**src/rtl/tl_pkg.sv**
```systemverilog
// Shared definitions for the trigger location block.
// Assumes: ramp stages alternate edges, starting with a falling edge.
package tl_pkg;

    typedef enum logic {
        EDGE_FALL = 1'b0,
        EDGE_RISE = 1'b1
    } edge_sel_e;

    // Edge on which ramp stage idx updates: even stages fall, odd stages rise.
    function automatic edge_sel_e stage_edge(input int unsigned idx);
        return ((idx % 2) == 0) ? EDGE_FALL : EDGE_RISE;
    endfunction

endpackage

```
**src/rtl/tl_pos_counter.sv**
```systemverilog
// Free-running sample-position counter.
// Steps once per sample-advance strobe and wraps modulo 2**POS_W.
// Assumes: synchronous active-low reset; arm does not touch it.
module tl_pos_counter #(
    parameter int unsigned POS_W = 5
) (
    input  logic             clk,
    input  logic             rst_n,
    input  logic             adv,
    output logic [POS_W-1:0] pos
);

    localparam logic [POS_W-1:0] STEP = 1;

    // Advance the slot index on each sample strobe.
    always_ff @(posedge clk) begin
        if (!rst_n) begin
            pos <= '0;
        end else if (adv) begin
            pos <= pos + STEP;
        end
    end


    pos_step_chk: assert property (@(posedge clk) disable iff (!rst_n)
        adv |=> (pos == $past(pos) + STEP));


    pos_hold_chk: assert property (@(posedge clk) disable iff (!rst_n)
        !adv |=> $stable(pos));

endmodule

```
**src/rtl/tl_trig_capture.sv**
```systemverilog
// Latches the trigger location code on the first trigger after arm.
// Code = {slot bits, phase level}; hit flags that a trigger was taken.
// Assumes: arm has priority over a coincident trigger.
module tl_trig_capture #(
    parameter int unsigned POS_W = 5
) (
    input  logic             clk,
    input  logic             rst_n,
    input  logic             arm,
    input  logic             trig,
    input  logic             ph_lvl,
    input  logic [POS_W-2:0] pos_low,
    output logic [POS_W-1:0] loc,
    output logic             hit
);

    // Capture slot and half-interval phase once per arm.
    always_ff @(posedge clk) begin
        if (!rst_n || arm) begin
            loc <= '0;
            hit <= 1'b0;
        end else if (trig && !hit) begin
            loc <= {pos_low, ph_lvl};
            hit <= 1'b1;
        end
    end


    loc_hold_chk: assert property (@(posedge clk) disable iff (!rst_n)
        (hit && !arm) |=> ($stable(loc) && hit));


    arm_clear_chk: assert property (@(posedge clk) disable iff (!rst_n)
        arm |=> (!hit && (loc == '0)));

endmodule

```
**src/rtl/tl_ramp_start.sv**
```systemverilog
// Staggered ramp-start chain.
// Stage 0 follows hit on the falling edge; each next stage follows
// the one before it on the opposite edge. Rising stages clear on arm,
// and falling stages drop one half-cycle later as their source falls.
// Assumes: NPAIR >= 2; hit is a level that holds until arm.
module tl_ramp_start #(
    parameter int unsigned NPAIR = 2
) (
    input  logic             clk,
    input  logic             rst_n,
    input  logic             arm,
    input  logic             hit,
    output logic [NPAIR-1:0] stage
);

    import tl_pkg::*;

    logic [NPAIR-1:0] src;
    assign src = {stage[NPAIR-2:0], hit};

    for (genvar i = 0; i < NPAIR; i++) begin : g_stage
        logic q;
        assign stage[i] = q;

        if (stage_edge(i) == EDGE_FALL) begin : g_fall
            // Follow the source half a cycle later on the falling edge.
            always_ff @(negedge clk) begin
                if (!rst_n) begin
                    q <= 1'b0;
                end else begin
                    q <= src[i];
                end
            end


            fall_src_chk: assert property (@(posedge clk) disable iff (!rst_n)
                q |-> src[i]);
        end else begin : g_rise
            // Follow the source on the rising edge; arm clears it at once.
            always_ff @(posedge clk) begin
                if (!rst_n || arm) begin
                    q <= 1'b0;
                end else begin
                    q <= src[i];
                end
            end


            rise_order_chk: assert property (@(posedge clk) disable iff (!rst_n)
                q |-> src[i]);


            rise_follow_chk: assert property (@(posedge clk) disable iff (!rst_n)
                (src[i] && !arm) |=> q);
        end
    end

endmodule

```
**src/rtl/tl_rec_sync.sv**
```systemverilog
// Record-trigger capture and resynchroniser.
// The first record strobe after arm loads the position count. A pending
// flag then waits for the next sample-advance strobe and issues a
// one-cycle synchronous pulse.
// Assumes: the capture edge itself never releases the pulse.
module tl_rec_sync #(
    parameter int unsigned POS_W = 5
) (
    input  logic             clk,
    input  logic             rst_n,
    input  logic             arm,
    input  logic             rec,
    input  logic             adv,
    input  logic [POS_W-1:0] pos,
    output logic [POS_W-1:0] cap,
    output logic             sync
);

    logic seen;
    logic pend;

    // Capture the count once and release the pulse on a sample boundary.
    always_ff @(posedge clk) begin
        if (!rst_n || arm) begin
            cap  <= '0;
            seen <= 1'b0;
            pend <= 1'b0;
            sync <= 1'b0;
        end else begin
            sync <= pend && adv;
            if (pend && adv) begin
                pend <= 1'b0;
            end
            if (rec && !seen) begin
                cap  <= pos;
                seen <= 1'b1;
                pend <= 1'b1;
            end
        end
    end


    sync_pulse_chk: assert property (@(posedge clk) disable iff (!rst_n)
        sync |=> !sync);


    sync_wait_chk: assert property (@(posedge clk) disable iff (!rst_n)
        (pend && !adv) |=> !sync);


    cap_hold_chk: assert property (@(posedge clk) disable iff (!rst_n)
        (seen && !arm) |=> $stable(cap));

endmodule

```
**src/rtl/trig_locator.sv**
```systemverilog
// Trigger location and ramp-start logic, top level.
// Wires the position counter, the trigger capture, the staggered
// ramp chain and the record-trigger resynchroniser.
// Assumes: clk_phase is a level already sampled into the clk domain.
module trig_locator #(
    parameter int unsigned POS_W = 5,
    parameter int unsigned NPAIR = 2
) (
    input  logic             clk,
    input  logic             rst_n,
    input  logic             arm,
    input  logic             smp_adv,
    input  logic             trig_evt,
    input  logic             clk_phase,
    input  logic             rec_trig,
    output logic [POS_W-1:0] trig_loc,
    output logic [POS_W-1:0] trig_cnt,
    output logic [NPAIR-1:0] ramp_p,
    output logic [NPAIR-1:0] ramp_n,
    output logic             sync_trig
);

    logic [POS_W-1:0] pos;
    logic             hit;
    logic [NPAIR-1:0] stage;

    tl_pos_counter #(.POS_W(POS_W)) u_cnt (
        .clk   (clk),
        .rst_n (rst_n),
        .adv   (smp_adv),
        .pos   (pos)
    );

    tl_trig_capture #(.POS_W(POS_W)) u_cap (
        .clk     (clk),
        .rst_n   (rst_n),
        .arm     (arm),
        .trig    (trig_evt),
        .ph_lvl  (clk_phase),
        .pos_low (pos[POS_W-2:0]),
        .loc     (trig_loc),
        .hit     (hit)
    );

    tl_ramp_start #(.NPAIR(NPAIR)) u_ramp (
        .clk   (clk),
        .rst_n (rst_n),
        .arm   (arm),
        .hit   (hit),
        .stage (stage)
    );

    tl_rec_sync #(.POS_W(POS_W)) u_rec (
        .clk   (clk),
        .rst_n (rst_n),
        .arm   (arm),
        .rec   (rec_trig),
        .adv   (smp_adv),
        .pos   (pos),
        .cap   (trig_cnt),
        .sync  (sync_trig)
    );

    // Drive each ramp pair as true and complement.
    assign ramp_p = stage;
    assign ramp_n = ~stage;

endmodule

```
**config.mk**
```make
export PLATFORM = sky130hd
export DESIGN_NAME = trig_locator
export DESIGN_NICKNAME = d
export VERILOG_FILES = /design/src/rtl/tl_pkg.sv /design/src/rtl/tl_pos_counter.sv /design/src/rtl/tl_trig_capture.sv /design/src/rtl/tl_ramp_start.sv /design/src/rtl/tl_rec_sync.sv /design/src/rtl/trig_locator.sv
export SDC_FILE = /design/constraint.sdc
export NUM_CORES = 1
export LEC_CHECK = 0
export BUFFER_PORTS_ARGS = -buffer_cell sky130_fd_sc_hd__buf_4
export CELL_PAD_IN_SITES_DETAIL_PLACEMENT = 2
export CELL_PAD_IN_SITES_GLOBAL_PLACEMENT = 2
export CORE_UTILIZATION = 32
export CTS_CLUSTER_DIAMETER = 30
export CTS_CLUSTER_SIZE = 20
export DETAILED_ROUTE_END_ITERATION = 10
export GPL_ROUTABILITY_DRIVEN = 0
export PLACE_DENSITY_LB_ADDON = 0.1
export SYNTH_ARGS = -nofsm -noshare
export SYNTH_HDL_FRONTEND = slang
export SYNTH_SLANG_ARGS = --single-unit
```
**constraint.sdc**
```tcl
create_clock -name clk -period 1.5 [get_ports clk]
set_input_delay 0.375 -clock clk [delete_from_list [all_inputs] [get_ports clk]]
set_output_delay 0.375 -clock clk [all_outputs]
set_load 0.02 [all_outputs]
```
==> metrics.yaml <==
critical_path:
  critPathLaunchType: "flop"
  max_stage_delay_ns: 0.32
  cp.required_ns: 1.12
  slowest_stage: "dfxtp_2"
  arrival_ns: 1.58
  reg2regPathDepth: 4
  reg2reg_slack_ns: -0.01
  crit_path_max_fanout: 2
  rr_startpoint: "u_ramp.g_stage[0].q$_SDFF_NN0_"
  critPathCaptureType: "output port"
  crit_type: "reg2out"
  timing.critical_path.cells: "inv_2, buf_6"
  r2r-end: "u_ramp.g_stage[1].q$_SDFF_PP0_"
die:
  dieArea_mm2: 0.00270
  die_h_um: 52.0
  io_pins: 22
  fp.dieW_um: 52.0
  rows: 17
  initial_utilization_pct: 35.1
  core_area_mm2: 0.00228
hold_path:
  worstHoldStart: "clk_phase"
  hold_depth: 3
  hp-class: "in2reg"
  min_to: "u_cap.loc[0]$_SDFFE_PP0P_"
drt:
  ant_nets: 0
  wl_per_cell_um: 12.6
  drtIter0Drc: 7
  first_pass_iters: 2
  vias: 577
  via_per_inst: 4.54
  routed_wl_um: 1600
  drcViolationCount: 0
layout:
  syn_to_final_growth_pct: 24.7
  nFillCells: 248
  fin_area_um2: 997
  fin_util_pct: 43.8
  fin_cells: 127
  layout.nets: 108
  drive_above_1_share_pct: 31.3
  n_antenna_cell: 0
job:
  maxCapViolCount: 0
logic_synthesis:
  synth_top_area_share_pct: 52.6
  synthDistinctLibCells: 16
  synth_seq_area_share_pct: 52.6
  synth_cells: 77
  syn-cell-area_um2: 800
  syn-num-nets: 85
  ys_seq_elements: 21
  yosysTopAreaCell: "dfxtp_1"
  synth.area.top_cells: "dfxtp_1 (53%), mux2i_1 (14%), nor2_1 (7.5%)"
  syn_avg_cell_area_um2: 10.4
  yosysWarnings: 0
placed_design:
  dp.cells: 122
  place.port_buffers: 21
  place_hpwl_um: 1130
  placed_cell_area_um2: 948
cts:
  cts.clk_slew.worst_paths_ns: 0.11
  postCtsHoldBufs: 0
  numCtsBuffers: 3
  cts_tree: "yes"
  clockBufferDepth: 2
  clock_latency_ns: 0.35
  cts_sinks: 21
  htree_levels: 1
  root_buffer: "clkbuf_4"
timing:
  grt_setup_unrepaired: "yes"
  slew-limit-headroom_pct: 74.7
  slew_violations: 0
  worst_slew_pin_slew_ns: 0.380
  layout_setup_ws_ns: -0.453
  worst_clock_skew_ns: 0.0559
  setup_violations: 3
  hold_viol: 0
power_and_ir_drop:
  power_per_cell_area_mw_per_mm2: 952
  fin_total_pwr_uw: 950
  p_leak_uw: 0.000460
  vdd_drop_max_mv: 0.489
status:
  status: "finished, violations left"
  violations: "setup timing"
global_route:
  overflow: 0
  grtUsageTotal_pct: 13.5
  grt_pass1_wl_um: 2620
  grt_max_degree: 16
  first_global_vias: 609
  antenna_found_initial: 0
## per-stage QoR
stage / worst slack (ns) / hold WS [ns] / setup TNS (ns)
detailed placement: -0.117 / 0.441 / -0.207
global placement: -0.110 / 0.422 / -0.192
floorplan: -0.0504 / 0.417 / -0.0765
finish: -0.453 / 0.309 / -0.901
global route: -0.498 / 0.307 / -1.02
CTS: -0.467 / 0.303 / -0.925
## repair_timing
action / 4_1_cts / 5_1_grt
setup endpoints to repair: 2 / 3
setup buffers: 1 / 1
gates resized for setup: 4 / 0
pin swaps: 1 / 0
## sequential cells by signal (all words and copies together) (netlist names)
register	flops
u_rec.seen	1
u_rec.cap	5
u_cnt.pos	5
u_rec.sync	1
u_cap.hit	1
u_ramp.g_stage.q	2
u_rec.pend	1
u_cap.loc	5
## cell families after synthesis
group / synth area share (%)
XOR/XNOR: 4.38
AO/OA/AOI/OAI: 0.625
buffers and inverters: 8.92
multiplexers: 13.8
AND/OR/NAND/NOR: 18.2
adder cells (fa/ha/maj): 1.56
flip-flops: 52.6
## Yosys cell counts
| master | count |
|---|---|
| nand2b_1 | 3 |
| nand4_1 | 2 |
| nand2b_2 | 1 |
| ha_1 | 1 |
| buf_6 | 4 |
| nand2_1 | 2 |
| a21oi_1 | 1 |
| dfxtp_1 | 21 |
| xnor2_1 | 3 |
| nor2b_1 | 1 |
| buf_4 | 2 |
| mux2i_1 | 11 |
| and2_1 | 5 |
| nor2_1 | 16 |
| inv_1 | 3 |
| xor2_1 | 1 |
## cell usage in the layout (no fill, tap or decap), drive strengths merged
cell and instances:
clkbuf 3, nor2b 1, nand2 2, a21oi 1, inv 4, nor2 16, ha 1, xnor2 3
nand4 2, buf 24, and2 5, mux2i 11, xor2 1, nand2b 4, dfxtp 21
## cell type report
class | instances | area (um2) | share of cell area [%]
tap | 28 | 35.0 | 3.51
clock inverter | 2 | 7.51 | 0.753
clock buffer | 3 | 22.5 | 2.26
timing repair buffer | 24 | 188 | 18.8
multi-input combinational | 47 | 315 | 31.6
sequential | 21 | 422 | 42.3
inverter | 2 | 7.51 | 0.753
## report_power, final
group	internal (uW)	total (uW)	switching, uW
combinational	46.6	93.7	47.1
sequential	572	586	13.4
clock	100	270	170
total	719	950	231
## routing by layer
layer | vias to the layer above | part of all wire, % | wire (um) | GRT usage (%)
met4 | 0 | 0 | 0 | 5.41
li1 | 287 | - | - | -
met3 | 0 | 3.6 | 58 | 2.63
met1 | 279 | 46 | 737 | 15.8
met5 | - | 0 | 0 | 0
met2 | 11 | 50 | 801 | 23.9
## how the worst max path moves through the flow
stage / slack, ns / start / endpoint / cells after the start
global route: -0.50 / u_ramp.g_stage[0].q$_SDFF_NN0_ / ramp_n[0] / 2
detailed placement: -0.12 / u_ramp.g_stage[0].q$_SDFF_NN0_ / ramp_n[0] / 2
CTS: -0.47 / u_ramp.g_stage[0].q$_SDFF_NN0_ / ramp_n[0] / 2
floorplan: -0.05 / u_ramp.g_stage[0].q$_SDFF_NN0_ / ramp_p[0] / 1
global placement: -0.11 / u_ramp.g_stage[0].q$_SDFF_NN0_ / ramp_n[0] / 2
finish: -0.45 / u_ramp.g_stage[0].q$_SDFF_NN0_ / ramp_n[0] / 2
## worst max-delay path: cells and delay by family (launching register included)
family                 cells  cell delay (ns)
buffers and inverters      2             0.16
DFF                        1             0.32
Power figures use the tool's default switching activity.
